### src/rtl/wwc_pkg.sv
package wwc_pkg;

  typedef enum logic [1:0] {
    CLS_NORMAL = 2'd0,
    CLS_QWORD  = 2'd1,
    CLS_DESC   = 2'd2,
    CLS_PLAIN  = 2'd3
  } wwc_class_e;

  typedef enum logic [1:0] {
    SZ_DWORD = 2'd0,
    SZ_QWORD = 2'd1,
    SZ_OWORD = 2'd2
  } wwc_size_e;

  localparam int DW = 32;
  localparam int LANES = 4;
  localparam int WIDE = DW * LANES;

  // one-hot lane select
  function automatic logic [LANES-1:0] lane_bit(input logic [1:0] idx);
    return LANES'(1) << idx;
  endfunction

  // lanes that make a target complete
  function automatic logic [LANES-1:0] full_lanes(input wwc_class_e cls);
    return (cls == CLS_QWORD) ? 4'b0011 : 4'b1111;
  endfunction

  // place one dword into a lane of the wide word
  function automatic logic [WIDE-1:0] put_lane(input logic [WIDE-1:0] cur,
                                               input logic [1:0] idx,
                                               input logic [DW-1:0] d);
    logic [WIDE-1:0] r;
    r = cur;
    for (int k = 0; k < LANES; k++) begin
      if (idx == k[1:0]) r[DW*k +: DW] = d;
    end
    return r;
  endfunction

endpackage

### src/rtl/wwc_classify.sv
module wwc_classify
  import wwc_pkg::*;
#(
  parameter int ADDR_W = 24,
  parameter int PAGE_SHIFT = 13,
  parameter logic [ADDR_W-1:0] MEM_BASE = 24'h80_0000,
  parameter logic [PAGE_SHIFT-1:0] OFF_DESC_A = 13'h830,
  parameter logic [PAGE_SHIFT-1:0] OFF_DESC_B = 13'hA10,
  parameter logic [PAGE_SHIFT-1:0] OFF_PLAIN = 13'h400,
  parameter logic [PAGE_SHIFT-1:0] OFF_TIMER = 13'h420
) (
  input  logic [ADDR_W-1:0] addr_i,
  output wwc_class_e        cls_o,
  output logic [1:0]        lane_o,
  output logic [ADDR_W-1:0] base_o,
  output logic              timer_p0_o
);

  logic [PAGE_SHIFT-1:0] offset;
  logic in_mem, is_desc, is_plain, is_timer, page_zero;
  logic unused_lsb;

  assign unused_lsb = ^addr_i[1:0];
  assign offset     = addr_i[PAGE_SHIFT-1:0];
  assign in_mem     = (addr_i >= MEM_BASE);
  assign page_zero  = (addr_i[ADDR_W-1:PAGE_SHIFT] == '0);
  assign is_desc    = (offset[PAGE_SHIFT-1:4] == OFF_DESC_A[PAGE_SHIFT-1:4]) ||
                      (offset[PAGE_SHIFT-1:4] == OFF_DESC_B[PAGE_SHIFT-1:4]);
  assign is_timer   = (offset[PAGE_SHIFT-1:2] == OFF_TIMER[PAGE_SHIFT-1:2]);
  assign is_plain   = is_timer || (offset[PAGE_SHIFT-1:2] == OFF_PLAIN[PAGE_SHIFT-1:2]);

  always_comb begin
    if (in_mem)        cls_o = CLS_QWORD;
    else if (is_desc)  cls_o = CLS_DESC;
    else if (is_plain) cls_o = CLS_PLAIN;
    else               cls_o = CLS_NORMAL;
  end

  assign lane_o = in_mem ? {1'b0, addr_i[2]} : addr_i[3:2];

  always_comb begin
    unique case (cls_o)
      CLS_QWORD: base_o = {addr_i[ADDR_W-1:3], 3'b000};
      CLS_PLAIN: base_o = {addr_i[ADDR_W-1:2], 2'b00};
      default:   base_o = {addr_i[ADDR_W-1:4], 4'b0000};
    endcase
  end

  assign timer_p0_o = !in_mem && is_timer && page_zero;

endmodule

### src/rtl/wwc_stage.sv
module wwc_stage
  import wwc_pkg::*;
#(
  parameter int ADDR_W = 24,
  parameter bit TIMER_QUIRK = 1'b1
) (
  input  logic              clk,
  input  logic              rst_n,
  input  logic              wr_en_i,
  input  wwc_class_e        cls_i,
  input  logic [1:0]        lane_i,
  input  logic [ADDR_W-1:0] base_i,
  input  logic              timer_p0_i,
  input  logic [DW-1:0]     data_i,
  output logic              fire_o,
  output logic [ADDR_W-1:0] fire_addr_o,
  output logic [WIDE-1:0]   fire_data_o,
  output logic [1:0]        fire_size_o
);

  logic [LANES-1:0]  mask_q, mask_d;
  logic [ADDR_W-1:0] base_q, base_d;
  wwc_class_e        cls_q, cls_d;
  logic [WIDE-1:0]   data_q, data_d;

  logic             same_tgt;
  logic [LANES-1:0] grown;
  logic [WIDE-1:0]  merged;

  // named events for the assertions
  logic ev_wide_commit, ev_drop, ev_restart, ev_quirk_clear;

  assign same_tgt = (mask_q != '0) && (base_q == base_i) && (cls_q == cls_i);
  assign grown    = (same_tgt ? mask_q : '0) | lane_bit(lane_i);
  assign merged   = put_lane(same_tgt ? data_q : '0, lane_i, data_i);

  always_comb begin
    mask_d         = mask_q;
    base_d         = base_q;
    cls_d          = cls_q;
    data_d         = data_q;
    fire_o         = 1'b0;
    fire_addr_o    = base_i;
    fire_data_o    = '0;
    fire_size_o    = SZ_OWORD;
    ev_wide_commit = 1'b0;
    ev_drop        = 1'b0;
    ev_restart     = 1'b0;
    ev_quirk_clear = 1'b0;
    if (wr_en_i) begin
      unique case (cls_i)
        CLS_PLAIN: begin
          fire_o      = 1'b1;
          fire_size_o = SZ_DWORD;
          fire_data_o = {{(WIDE-DW){1'b0}}, data_i};
          if (TIMER_QUIRK && timer_p0_i) begin
            mask_d         = '0;
            ev_quirk_clear = 1'b1;
          end
        end
        CLS_NORMAL, CLS_QWORD: begin
          ev_restart = (mask_q != '0) && !same_tgt;
          if (grown == full_lanes(cls_i)) begin
            fire_o         = 1'b1;
            ev_wide_commit = 1'b1;
            fire_size_o    = (cls_i == CLS_QWORD) ? SZ_QWORD : SZ_OWORD;
            fire_data_o    = (cls_i == CLS_QWORD) ?
                             {{(WIDE-2*DW){1'b0}}, merged[2*DW-1:0]} : merged;
            mask_d         = '0;
          end else begin
            mask_d = grown;
            base_d = base_i;
            cls_d  = cls_i;
            data_d = merged;
          end
        end
        default: begin
          if (lane_i == 2'd3) begin
            fire_o         = 1'b1;
            ev_wide_commit = 1'b1;
            fire_size_o    = SZ_OWORD;
            fire_data_o    = (grown == 4'b1111) ? merged :
                             {data_i, {(WIDE-DW){1'b0}}};
            mask_d         = '0;
          end else if ((mask_q != '0) && !same_tgt) begin
            ev_drop = 1'b1;
          end else begin
            mask_d = grown;
            base_d = base_i;
            cls_d  = cls_i;
            data_d = merged;
          end
        end
      endcase
    end
  end

  always_ff @(posedge clk) begin
    if (!rst_n) begin
      mask_q <= '0;
      base_q <= '0;
      cls_q  <= CLS_NORMAL;
      data_q <= '0;
    end else begin
      mask_q <= mask_d;
      base_q <= base_d;
      cls_q  <= cls_d;
      data_q <= data_d;
    end
  end

  AST_DROP_HOLDS: assert property (@(posedge clk) disable iff (!rst_n)
    ev_drop |=> $stable(mask_q) && $stable(base_q) && $stable(data_q));
  AST_WIDE_EMPTIES: assert property (@(posedge clk) disable iff (!rst_n)
    ev_wide_commit |=> (mask_q == '0));
  AST_QUIRK_EMPTIES: assert property (@(posedge clk) disable iff (!rst_n)
    ev_quirk_clear |=> (mask_q == '0));
  AST_NEVER_FULL: assert property (@(posedge clk) disable iff (!rst_n)
    mask_q != 4'b1111);
  AST_QWORD_LANES: assert property (@(posedge clk) disable iff (!rst_n)
    (cls_q == CLS_QWORD) |-> (mask_q[3:2] == 2'b00));
  AST_RESTART_ONE_LANE: assert property (@(posedge clk) disable iff (!rst_n)
    ev_restart && !ev_wide_commit |=> $countones(mask_q) == 1);

endmodule

### src/rtl/wwc_commit_reg.sv
module wwc_commit_reg
  import wwc_pkg::*;
#(
  parameter int ADDR_W = 24
) (
  input  logic              clk,
  input  logic              rst_n,
  input  logic              fire_i,
  input  logic [ADDR_W-1:0] addr_i,
  input  logic [WIDE-1:0]   data_i,
  input  logic [1:0]        size_i,
  output logic              valid_o,
  output logic [ADDR_W-1:0] addr_o,
  output logic [WIDE-1:0]   data_o,
  output logic [1:0]        size_o
);

  always_ff @(posedge clk) begin
    if (!rst_n) begin
      valid_o <= 1'b0;
      addr_o  <= '0;
      data_o  <= '0;
      size_o  <= SZ_DWORD;
    end else begin
      valid_o <= fire_i;
      if (fire_i) begin
        addr_o <= addr_i;
        data_o <= data_i;
        size_o <= size_i;
      end
    end
  end

  AST_DWORD_UPPER_ZERO: assert property (@(posedge clk) disable iff (!rst_n)
    valid_o && (size_o == SZ_DWORD) |-> (data_o[WIDE-1:DW] == '0));
  AST_QWORD_UPPER_ZERO: assert property (@(posedge clk) disable iff (!rst_n)
    valid_o && (size_o == SZ_QWORD) |-> (data_o[WIDE-1:2*DW] == '0) && (addr_o[2:0] == 3'b0));

endmodule

### src/rtl/wide_write_collector.sv
module wide_write_collector
  import wwc_pkg::*;
#(
  parameter int ADDR_W = 24,
  parameter int PAGE_SHIFT = 13,
  parameter logic [ADDR_W-1:0] MEM_BASE = 24'h80_0000,
  parameter logic [PAGE_SHIFT-1:0] OFF_DESC_A = 13'h830,
  parameter logic [PAGE_SHIFT-1:0] OFF_DESC_B = 13'hA10,
  parameter logic [PAGE_SHIFT-1:0] OFF_PLAIN = 13'h400,
  parameter logic [PAGE_SHIFT-1:0] OFF_TIMER = 13'h420,
  parameter bit TIMER_QUIRK = 1'b1
) (
  input  logic              clk,
  input  logic              rst_n,
  input  logic              wr_en,
  input  logic [ADDR_W-1:0] wr_addr,
  input  logic [31:0]       wr_data,
  output logic              commit_valid,
  output logic [ADDR_W-1:0] commit_addr,
  output logic [127:0]      commit_data,
  output logic [1:0]        commit_size
);

  wwc_class_e        cls;
  logic [1:0]        lane;
  logic [ADDR_W-1:0] base;
  logic              timer_p0;
  logic              fire;
  logic [ADDR_W-1:0] fire_addr;
  logic [WIDE-1:0]   fire_data;
  logic [1:0]        fire_size;

  wwc_classify #(
    .ADDR_W(ADDR_W), .PAGE_SHIFT(PAGE_SHIFT), .MEM_BASE(MEM_BASE),
    .OFF_DESC_A(OFF_DESC_A), .OFF_DESC_B(OFF_DESC_B),
    .OFF_PLAIN(OFF_PLAIN), .OFF_TIMER(OFF_TIMER)
  ) u_classify (
    .addr_i(wr_addr), .cls_o(cls), .lane_o(lane), .base_o(base),
    .timer_p0_o(timer_p0)
  );

  wwc_stage #(.ADDR_W(ADDR_W), .TIMER_QUIRK(TIMER_QUIRK)) u_stage (
    .clk(clk), .rst_n(rst_n), .wr_en_i(wr_en), .cls_i(cls), .lane_i(lane),
    .base_i(base), .timer_p0_i(timer_p0), .data_i(wr_data),
    .fire_o(fire), .fire_addr_o(fire_addr), .fire_data_o(fire_data),
    .fire_size_o(fire_size)
  );

  wwc_commit_reg #(.ADDR_W(ADDR_W)) u_commit (
    .clk(clk), .rst_n(rst_n), .fire_i(fire), .addr_i(fire_addr),
    .data_i(fire_data), .size_i(fire_size), .valid_o(commit_valid),
    .addr_o(commit_addr), .data_o(commit_data), .size_o(commit_size)
  );

  AST_PULSE_NEEDS_WRITE: assert property (@(posedge clk) disable iff (!rst_n)
    commit_valid |-> $past(wr_en));
  AST_DESC_HIGH_COMMITS: assert property (@(posedge clk) disable iff (!rst_n)
    wr_en && (cls == CLS_DESC) && (lane == 2'd3) |=> commit_valid && (commit_size == SZ_OWORD));
  AST_PLAIN_COMMITS: assert property (@(posedge clk) disable iff (!rst_n)
    wr_en && (cls == CLS_PLAIN) |=> commit_valid && (commit_size == SZ_DWORD));
  AST_DESC_LOW_SILENT: assert property (@(posedge clk) disable iff (!rst_n)
    wr_en && (cls == CLS_DESC) && (lane != 2'd3) |=> !commit_valid);

endmodule

### config.mk
export PLATFORM = sky130hd
export DESIGN_NAME = wide_write_collector
export DESIGN_NICKNAME = d
export VERILOG_FILES = /design/src/rtl/wwc_pkg.sv /design/src/rtl/wwc_classify.sv /design/src/rtl/wwc_stage.sv /design/src/rtl/wwc_commit_reg.sv /design/src/rtl/wide_write_collector.sv
export SDC_FILE = /design/constraint.sdc
export NUM_CORES = 1
export LEC_CHECK = 0
export BUFFER_PORTS_ARGS = -buffer_cell sky130_fd_sc_hd__buf_4
export CORE_AREA = 2 2 156 158
export CTS_CLUSTER_SIZE = 25
export DETAILED_ROUTE_END_ITERATION = 10
export DIE_AREA = 0 0 158 160
export PLACE_DENSITY_LB_ADDON = 0.08
export REMOVE_ABC_BUFFERS = 1
export SKIP_LAST_GASP = 1
export SYNTH_ARGS = -nofsm -noshare
export SYNTH_HDL_FRONTEND = slang
export SYNTH_SLANG_ARGS = --single-unit
### constraint.sdc
create_clock -name clk -period 3.7 [get_ports clk]
set_input_delay 0.185 -clock clk [delete_from_list [all_inputs] [get_ports clk]]
set_output_delay 0.185 -clock clk [all_outputs]
set_load 0.03 [all_outputs]
==> results.json <==
{
  "final_hold_viol_count": 0,
  "final_antenna_net_count": 0,
  "layout_common_cells": "dfxtp_1, buf_4, a21oi_1",
  "slew_violations": 0,
  "cp_max_fo": 25,
  "power_density_nw_per_um2": 435,
  "fmax_mhz": 284,
  "placed_area_um2": 14900,
  "ir_drop_uv": 317,
  "synth_top_cell_area_share_pct": 46.9,
  "synth_compound_area_share_pct": 34.9,
  "die_area_um2": 25300,
  "cts_resized": 0,
  "htree_levels": 1,
  "outcome": "finished, final reports clean",
  "die_h_um": 160,
  "vias_per_cell": 6.45,
  "wl_met1_um": 17100,
  "grt_pass1_wl_um": 63500,
  "syn_area_per_cell_um2": 9.71,
  "hpwl_um": 23400,
  "synthArstFlopShare_pct": 0,
  "worst_pin_slew_ps": 1130,
  "nets": 1596,
  "grt_pass1_vias": 11500,
  "grt-ovfl-total": 0,
  "rsz0062_at_grt": "false",
  "criticalPathCategory": "in -> reg",
  "first_pass_iters": 6,
  "setup_viol": 0,
  "timing.final.crit_period_ps": 3520,
  "leakagePower_uw": 0.00631,
  "synthXorXnorAreaFrac_pct": 1.72,
  "io_buffer_count": 209,
  "io_pins": 214,
  "synth_simple_gate_area_share_pct": 10.9,
  "endpoint_kind": "flip-flop",
  "syn_to_final_growth_pct": 24.6,
  "relSlewSlack_pct": 24.6,
  "cpLargestDelayFamily": "buffers and inverters",
  "antenna_found_initial": 0,
  "drc_errors": 0,
  "clk_pin_slew_ps": 60,
  "root_buffer": "clkbuf_16",
  "met2_length_um": 19400,
  "arrival_ps": 3950,
  "globalplace.congestion": 0.869,
  "yosysTopAreaCell": "dfxtp_1",
  "via_count": 12100,
  "clockBufferDepth": 3,
  "synthAdderAreaFrac_pct": 0,
  "highest_layer": "met4",
  "cp_num_buf_inv": 4,
  "cp-start-kind": "input pin",
  "wl_per_cell_um": 21.6,
  "yosysSeqAreaShare_pct": 46.9,
  "netlist_area_um2": 13200,
  "cts_inserted_buffers": 31,
  "ys.flop_type": "dfxtp_1",
  "totalWireLength_um": 40700,
  "synth_cells": 1359,
  "rows": 57,
  "maxCapViolCount": 0,
  "initial_utilization_pct": 55.4,
  "finClkSkew_ps": 9.79,
  "stdcell_area_um2": 16400,
  "holdCritPathClass": "in -> reg",
  "track_usage_pct": 31.0,
  "drt_iter0_drc": 1057,
  "ys_ff_latch": 309,
  "worstPathCellList": "dlygate4sd3_1, buf_4, nor4_1, a41oi_2, xnor2_1, or4_1, o31a_2, buf_4, nand3_1, dlygate4sd3_1, a21oi_1",
  "slowest_stage": "or4_1",
  "period_share_pct": 95.0,
  "core-area_um2": 23800,
  "dr_wl_met3_um": 3570,
  "tns_ps": 0,
  "synth_top_family_by_area": "compound AO/OA/AOI/OAI gates",
  "drive_gt1_share_pct": 26.6,
  "synth_mux_area_share_pct": 0,
  "synth_edf_count": 0,
  "clock-sinks": 309,
  "max_stage_delay_ps": 750,
  "insertion_delay_ps": 560,
  "cts_tree": "done",
  "n_antenna_cell": 0,
  "grt_max_degree": 93,
  "critPathRequiredTime_ps": 4130,
  "yosys_warnings": 0,
  "layout_commonest_cell": "dfxtp_1",
  "die_width_um": 158,
  "ys_types": 58,
  "ys_top_cells_by_area": "dfxtp_1, a211oi_2, a21oi_1",
  "total_power_uw": 7150
}
-- stage by stage --
| step | hold WS (ps) | setup slack [ps] | cells | utilization (%) |
|---|---|---|---|---|
| global placement | 431 | 332 | 1770 | 62.5 |
| global route | 225 | 20.3 | 1884 | 69.0 |
| finish | 214 | 185 | 1884 | 69.0 |
| detailed placement | 434 | 199 | 1770 | 62.5 |
| floorplan | 282 | -3750 | 1207 | - |
| CTS | 191 | 212 | 1881 | 68.9 |
-- area by class of cell --
type | count | area [um2]
Timing Repair Buffer | 297 | 2520
Clock buffer | 44 | 885
Multi-Input combinational cell | 896 | 6340
Tap cell | 324 | 405
Inverter | 2 | 12.5
Fill cell | 1910 | 7380
Sequential cell | 309 | 6190
Clock inverter | 12 | 91.3
-- cells in the mapped netlist, drive strengths merged (4+ instances only) --
cell type and instances:
nor4 17, a211o 4, nand3 50, a211oi 97, and3 97, clkbuf 94
a22oi 9, nor3 6, o21ai 49, nor2 15, nor2b 4, a32o 34
a21oi 188, buf 59, o2bb2ai 105, a31oi 99, dfxtp 309, xor2 22
nand2 60
-- cells by family after synthesis --
logic type	after synthesis
compound gates	604
buf+inv	155
flops	309
simple gates	265
other cells	1
xor+xnor	25
-- registers in the layout, indices dropped and copies added, names as in the netlist --
name,count
u_commit.valid_o,1
u_commit.addr_o,22
u_stage.base_q,22
u_commit.data_o,128
u_stage.mask_q,4
u_commit.size_o,2
u_stage.data_q,128
u_stage.cls_q,2
-- report_power, final --
group | internal [uW] | switching (uW) | leakage, uW | total [uW]
clock | 1720 | 1300 | 0.000487 | 3020
combinational | 257 | 414 | 0.00331 | 671
sequential | 3410 | 47.5 | 0.00251 | 3460
total | 5390 | 1760 | 0.00631 | 7150
-- worst paths after layout --
check | start | endpoint | slack, ps | cells after the start
max reg2reg | u_stage.mask_q[2] | u_stage.base_q[3] | 280 | 10
min reg2reg | u_commit.addr_o[12] | u_commit.addr_o[12] | 450 | 2
min | rst_n | u_stage.base_q[2] | 210 | 3
max | wr_addr[11] | u_stage.base_q[3] | 180 | 11
-- timing repair --
item | in CTS | in global routing
hold buffers | 55 | 0
setup buffers | 0 | 3
setup endpoints to repair | 0 | 18
hold endpoints to repair | 105 | 0
-- worst min-delay path, cell delays in order --
cell and delay, ps:
buf_4 310, nand2_1 160, nor2_1 40
-- metal layers --
layer  GRT usage [%]  vias up
li1                -     5565
met1            43.0     5927
met2            50.8      588
met3            4.67       63
met4            7.49        0
met5               0        -
Power figures use the tool's default switching activity.
